## config.mk

```make
export PLATFORM = sky130hd
export DESIGN_NAME = adc_scan_pacer
export DESIGN_NICKNAME = d
export VERILOG_FILES = /design/src/rtl/adc_scan_pacer.sv
export SDC_FILE = /design/constraint.sdc
export NUM_CORES = 1
export LEC_CHECK = 0
export ABC_AREA = 1
export BUFFER_PORTS_ARGS = -buffer_cell sky130_fd_sc_hd__buf_4
export CAP_MARGIN = 20
export CORE_MARGIN = 5
export CORE_UTILIZATION = 61
export DETAILED_ROUTE_END_ITERATION = 7
export GPL_TIMING_DRIVEN = 0
export PLACE_DENSITY = 0.82
export SLEW_MARGIN = 20
export SYNTH_ARGS = -nofsm -noshare
export SYNTH_HDL_FRONTEND = slang
export SYNTH_SLANG_ARGS = --single-unit
```

## constraint.sdc

```tcl
create_clock -name clk -period 2.1 [get_ports clk]
set_input_delay 0.42 -clock clk [delete_from_list [all_inputs] [get_ports clk]]
set_output_delay 0.42 -clock clk [all_outputs]
set_load 0.1 [all_outputs]
```

## src/rtl/adc_scan_pacer.sv

```systemverilog
module adc_scan_pacer #(
  parameter int DIV_W = 32,
  parameter int CH_W  = 3
) (
  input  logic             clk,
  input  logic             rst_n,
  input  logic             enable,
  input  logic             scan_mode,
  input  logic [DIV_W-1:0] outer_div,
  input  logic [DIV_W-1:0] inner_div,
  input  logic [CH_W-1:0]  last_chan,
  output logic             start_stb,
  output logic [CH_W-1:0]  chan_idx,
  output logic             scan_busy
);

  logic [DIV_W-1:0] o_cnt, i_cnt;
  logic [CH_W-1:0]  nxt, last_q;

  wire [DIV_W-1:0] o_load = (outer_div == '0) ? '0 : outer_div - 1'b1;
  wire [DIV_W-1:0] i_load = (inner_div == '0) ? '0 : inner_div - 1'b1;
  wire             o_tick = (o_cnt == '0);
  wire             i_tick = (i_cnt == '0);

  always_ff @(posedge clk or negedge rst_n) begin
    if (!rst_n) begin
      o_cnt <= '0; i_cnt <= '0; nxt <= '0; last_q <= '0;
      start_stb <= 1'b0; chan_idx <= '0; scan_busy <= 1'b0;
    end else if (!enable) begin
      o_cnt <= '0; i_cnt <= '0; nxt <= '0; last_q <= '0;
      start_stb <= 1'b0; chan_idx <= '0; scan_busy <= 1'b0;
    end else begin
      start_stb <= 1'b0;
      o_cnt <= o_tick ? o_load : o_cnt - 1'b1;
      if (!scan_mode) begin
        scan_busy <= 1'b0;
        i_cnt <= '0;
        if (o_tick) begin
          start_stb <= 1'b1;
          chan_idx  <= nxt;
          nxt       <= (nxt >= last_chan) ? '0 : nxt + 1'b1;
        end
      end else if (scan_busy) begin
        if (i_tick) begin
          start_stb <= 1'b1;
          chan_idx  <= nxt;
          if (nxt >= last_q) scan_busy <= 1'b0;
          else begin
            nxt   <= nxt + 1'b1;
            i_cnt <= i_load;
          end
        end else begin
          i_cnt <= i_cnt - 1'b1;
        end
      end else if (o_tick) begin
        start_stb <= 1'b1;
        chan_idx  <= '0;
        last_q    <= last_chan;
        nxt       <= {{(CH_W-1){1'b0}}, 1'b1};
        i_cnt     <= i_load;
        scan_busy <= (last_chan != '0);
      end
    end
  end


  stb_off_chk: assert property (@(posedge clk) disable iff (!rst_n)
    !enable |=> (!start_stb && !scan_busy && chan_idx == '0));


  scan_head_chk: assert property (@(posedge clk) disable iff (!rst_n)
    $rose(scan_busy) |-> (start_stb && chan_idx == '0));


  scan_step_chk: assert property (@(posedge clk) disable iff (!rst_n)
    (start_stb && scan_busy && $past(scan_busy)) |-> (chan_idx == $past(chan_idx) + 1'b1));


  scan_tail_chk: assert property (@(posedge clk) disable iff (!rst_n)
    ($fell(scan_busy) && $past(enable) && $past(scan_mode)) |-> start_stb);

endmodule

```

==> After elaboration in Yosys (flattened, before gate mapping) <==
Cells that the tools add are included.
{ "classes": {"add_sub_neg": 5, "order_cmp": 2, "eq_ne": 9, "n_mux": 39, "reduce_logical": 9} }
{ "op_table": {"columns": ["cell", "n"], "rows": [
  ["$mux W32", 10],
  ["$logic_not A32 Y1", 4],
  ["$sub A32 B1 Y32 const B", 4],
  ["$mux W3", 18],
  ["$mux W1", 11],
  ["$ge A3 B3 Y1", 2],
  ["$ne A3 B1 Y1 const B", 2],
  ["$reduce_and A3 Y1", 2],
  ["$ne A5 B5 Y1 const B", 1],
  ["$ne A2 B1 Y1 const B", 2],
  ["$ne A4 B2 Y1 const B", 1],
  ["$ne A4 B3 Y1 const B", 1],
  ["$ne A4 B4 Y1 const B", 1],
  ["$reduce_and A4 Y1", 1],
  ["$add A3 B1 Y3 const B", 1],
  ["$reduce_bool A3 Y1", 1],
  ["$ne A2 B2 Y1 const B", 1],
  ["$reduce_and A2 Y1", 1]
]} }
{ "totals": {"ff_bits": 75, "out_inout_bits": 5, "word_cells": 71} }

==> Longest topological paths before layout <==
{ "depth": {"ltp_word": 7, "ltp_mapped": 13, "depth_no_buf": 12} }

==> Least setup slack after synthesis <==
Ideal clock, no wire load.
{ "synth_timing": {"path_type": "register to register", "startpoint": "reg scan_busy", "endpoint": "reg i_cnt[31]", "arrival_ns": 1.912, "t_required_ns": 1.983, "slack_ns": 0.071, "path_stages_with_launch": 7, "n_path_buf": 1, "path_cell_list": "dfrtp_1 -> inv_1 -> nor2_4 -> buf_2 -> nand3_1 -> nand3_1 -> nand2_1"} }
{ "synth_via": {"elab_chain_cells": 3, "elab_cells_between_ends": 6, "classes_between": "eq/ne: 2; mux: 3; reduce/logical: 1"} }
{ "synth_rtl": {"columns": ["element", "line_no", "text"], "rows": [
  ["start: declaration", "14", "output logic scan_busy"],
  ["start signal: assignment", "61", "scan_busy <= (last_chan != '0);"],
  ["$mux W32", "43", "end else if (scan_busy) begin"],
  ["$mux W32", "35", "if (!scan_mode) begin"],
  ["$mux W32", "29", "end else if (!enable) begin"],
  ["end signal: assignment", "50", "i_cnt <= i_load;"],
  ["end signal: assignment", "53", "i_cnt <= i_cnt - 1'b1;"],
  ["end signal: assignment", "60", "i_cnt <= i_load;"],
  ["end: declaration", "17", "logic [DIV_W-1:0] o_cnt, i_cnt;"]
]} }
Several ways; a longest one is shown, not always the timed one.
A chain may end at the register's enable or synchronous reset.

==> Worst setup path after layout <==
{ "layout_timing": {"startpoint": "reg nxt[2]", "endpoint": "reg i_cnt[9]"} }
{ "layout_via": {"elab_chain_cells": 3} }
{ "layout_rtl": {"columns": ["element", "line_no", "text"], "rows": [
  ["start: declaration", "18", "logic [CH_W-1:0] nxt, last_q;"],
  ["start signal: assignment", "41", "nxt <= (nxt >= last_chan) ? '0 : nxt + 1'b1;"],
  ["start signal: assignment", "49", "nxt <= nxt + 1'b1;"],
  ["start signal: assignment", "59", "nxt <= {{(CH_W-1){1'b0}}, 1'b1};"],
  ["$ge A3 B3 Y1", "47", "if (nxt >= last_q) scan_busy <= 1'b0;"],
  ["$ne A5 B5 Y1 (no source line)", null, null],
  ["$reduce_and A2 Y1 (no source line)", null, null]
]} }
No other way between the ends.

==> flow_summary.ini <==
[cells_and_area]
finalNetCount = 1334
area_growth_pct = 16.3
stdcell_area_um2 = 8250
final_util_pct = 72.2
drive_above_1_share_pct = 13.2
multi_input_comb_area_um2 = 4690
instances_no_fill = 1397
seq_area_um2 = 1880
num-fill-cells = 1029
diodes = 0

[placed_design]
placed_cell_area_um2 = 7830
place_inst = 1377
hpwl_mm = 16.8
place_congestion = 1.02
portBuffers = 74

[power]
p_sw_share_pct = 48.3
p_total_mw = 8.93
p_sw_mw = 4.31
clock_power_share_pct = 19.1
irDropWorstVdd_uv = 668
p_seq_share_pct = 23.2
powerDensity_nw_per_um2 = 1080
p_int_mw = 4.62
p_leak_nw = 4.28
combPwrFrac_pct = 57.6

[floorplan]
coreArea_um2 = 11400
rows = 39
die_area_um2 = 13900
initial_core_util_pct = 62.1
ios = 76
die_x_um = 118
die_h_um = 118

[drt]
drc_errors = 0
drtAntennaViolNets = 0
firstDrtPassIters = 8
drt_wl_total_mm = 21.5
vias_per_cell = 5.60
drtIter0Drc = 954
wire_per_inst_um = 15.4
num_vias = 7821

[timing]
period_needed_ns = 2.00
fin_skew_ns = 0.00805
setup_viol = 0
grt_setup_unrepaired = false
worstMarginPinSlew_ns = 0.982
drv_slew = 0
fin_crit_sh_pct = 95.5
setup_tns_ns = 0
finalHoldViolCount = 0
slew_headroom_pct = 34.5
fmax_ghz = 0.499

[outcome]
status = complete, no violations

[clock_tree]
cts.sinks = 75
cts_tree = built
h-tree-depth = 3
cts_root_buffer = clkbuf_16
holdBufCountCts = 0
clk_pin_slew_ns = 0.06
clk_path_buf_depth = 2
clock_latency_ns = 0.35
cts_made_buffers = 9

[setup_path]
r2r_setup_slack_ns = 0.1
reg2regPathDepth = 12
critPathBufInv = 3
cp.arrival_ns = 2.29
r2r-start = nxt[2]
crit_top_cell = nand2_1
cp.required_ns = 2.38
critPathMaxFanout = 10
timing.rr.end = i_cnt[9]
cp_cell_sequence = ha_1 > nand2_1 > o211ai_1 > nand2_1 > inv_1 > nand2_1 > nand2_4 > nand2_4 > inv_6 > buf_6 > nand2_1 > nand2_1
start_kind = flop
critPathSlowestCell = dfrtp_2
cp-end-kind = flop
critPathKind = flop to flop
slowest_delay_ns = 0.44
critPathTopFamily = simple AND/OR/NAND/NOR gates

[logic_synthesis]
syn_avg_cell_area_um2 = 6.11
syn_inst = 1160
synth_top_family_by_area = simple AND/OR/NAND/NOR gates
synth-seq-cells = 75
yosysWarnings = 0
yosys.area_share.simple_pct = 46.6
synth_xor_area_share_pct = 7.66
synth_seq_area_share_pct = 26.5
synth_fa_ha_area_share_pct = 2.47
syn-cell-area_um2 = 7090
synth_compound_area_share_pct = 8.68
synthMuxAreaShare_pct = 0
synth.distinct_cells = 37
synth_fp_nets = 1245

[global_route]
grt_pass1_wl_mm = 34.2
grt_start_max_net_pins = 76
track_usage_pct = 30.2
grt_pass1_vias = 6892
grt.overflow.total = 0
antenna_found_initial = 0

[job]
drv_cap = 0

[min_path]
hold_path.class = input port to async pin
==> layout make-up <==
type | instances | area share [%]
buffer | 14 | 1.34
clock buffer | 11 | 2.94
clock inverter | 5 | 1.03
inverter | 124 | 5.72
multi-input combinational | 947 | 56.9
sequential | 75 | 22.8
tap | 143 | 2.17
timing repair buffer | 78 | 7.10
==> flip-flops by register name, summed over array words and instances, names as in the netlist <==
name and flops:
o_cnt 32, start_stb 1, chan_idx 3, nxt 3
i_cnt 32, scan_busy 1, last_q 3
==> worst max path at each step <==
stage            startpoint        end  slack (ns)  depth (start not counted)
2_1_floorplan     scan_busy  i_cnt[31]        0.07                          6
4_1_cts            i_cnt[0]   i_cnt[4]        0.01                         11
5_1_grt              nxt[2]   i_cnt[9]       0.006                         12
6_report             nxt[2]   i_cnt[9]         0.1                         12
3_3_place_gp   outer_div[0]  o_cnt[26]       -0.17                         12
3_5_place_dp   outer_div[0]  o_cnt[26]       -0.18                         12
==> what timing repair did <==
action                     CTS  global route
setup endpoints to repair   13            47
pin swaps                    1             4
resized for setup            3            18
buffers inserted             0             4
cloned                       0             0
==> worst reg2reg max path, delay by kind of cell, from the launching register on <==
kind            cells  cell delay, ns
flops               1            0.44
fa+ha+maj           1            0.32
buf+inv             3            0.37
simple gates        7            0.61
compound gates      1            0.21
==> placed cells by master (no fill, tap or decap), drive strengths merged <==
cell and count:
a21oi 16, and2 2, buf 89, bufinv 2
clkbuf 14, clkinv 2, clkinvlp 1, dfrtp 75
ha 14, inv 124, nand2 377, nand3 109
nand3b 4, nand4 23, nor2 232, nor3 20
nor4 3, o211ai 3, o21ai 51, o21bai 6
o22ai 21, o31ai 1, or2 3, xnor2 26
xor2 36
==> cells by family (layout without fill, tap and decap cells) <==
family	count (synthesis)	count (layout)
xor+xnor	62	62
compound gates	98	98
buf+inv	138	232
fa+ha+maj	14	14
simple gates	773	773
flops	75	75
==> synthesized netlist by cell type <==
library cell | count | area, um2
o211ai_1 | 3 | 22.5
o22ai_2 | 10 | 125
nand4_2 | 2 | 25.0
nor2_1 | 213 | 800
clkinv_2 | 1 | 5.00
inv_4 | 1 | 6.26
nand2_2 | 6 | 37.5
nor2_2 | 11 | 68.8
nor3_1 | 19 | 95.1
nand2_1 | 368 | 1380
xnor2_1 | 26 | 228
o21ai_0 | 47 | 235
nor3_2 | 1 | 10.0
nor2_4 | 8 | 90.1
buf_2 | 2 | 10.0
a21oi_1 | 16 | 80.1
or2_1 | 1 | 6.26
buf_6 | 5 | 56.3
and2_1 | 2 | 12.5
or2_2 | 2 | 12.5
o31ai_1 | 1 | 7.51
nand3_1 | 108 | 541
o22ai_1 | 11 | 68.8
xor2_1 | 36 | 315
clkbuf_1 | 3 | 11.3
o21bai_1 | 6 | 45.0
dfrtp_1 | 75 | 1880
nand4_1 | 21 | 131
nand3_2 | 1 | 10.0
buf_4 | 4 | 30.0
ha_1 | 14 | 175
nand2_4 | 3 | 33.8
nand3b_1 | 4 | 30.0
nor4_1 | 3 | 18.8
inv_1 | 122 | 458
o21ai_1 | 3 | 15.0
o21ai_4 | 1 | 16.3
==> routing by layer <==
| metal | share of wire (%) | global-route usage, % | up-vias |
|---|---|---|---|
| met5 | 0 | 0 | - |
| met2 | 42 | 42.9 | 360 |
| met3 | 11 | 7.74 | 37 |
| met4 | 1.4 | 7.60 | 0 |
| li1 | - | - | 3883 |
| met1 | 46 | 45.6 | 3541 |
==> through the flow <==
stage	hold slack, ns	worst slack [ns]
after floorplan	0.124	0.0710
after global placement	0.465	-0.166
after detailed placement	0.465	-0.176
after CTS	0.259	0.0140
after global routing	0.285	0.00607
final	0.246	0.0953
==> power by group through the flow <==
stage	sequential (mW)	clock (mW)	combinational (mW)
2_1_floorplan	2.07	0	3.75
5_1_grt	2.11	1.80	5.71
3_3_place_gp	2.08	0	4.80
3_5_place_dp	2.07	0	4.86
6_report	2.07	1.71	5.15
4_1_cts	2.06	1.72	4.95
(Power assumes the default switching activity.)
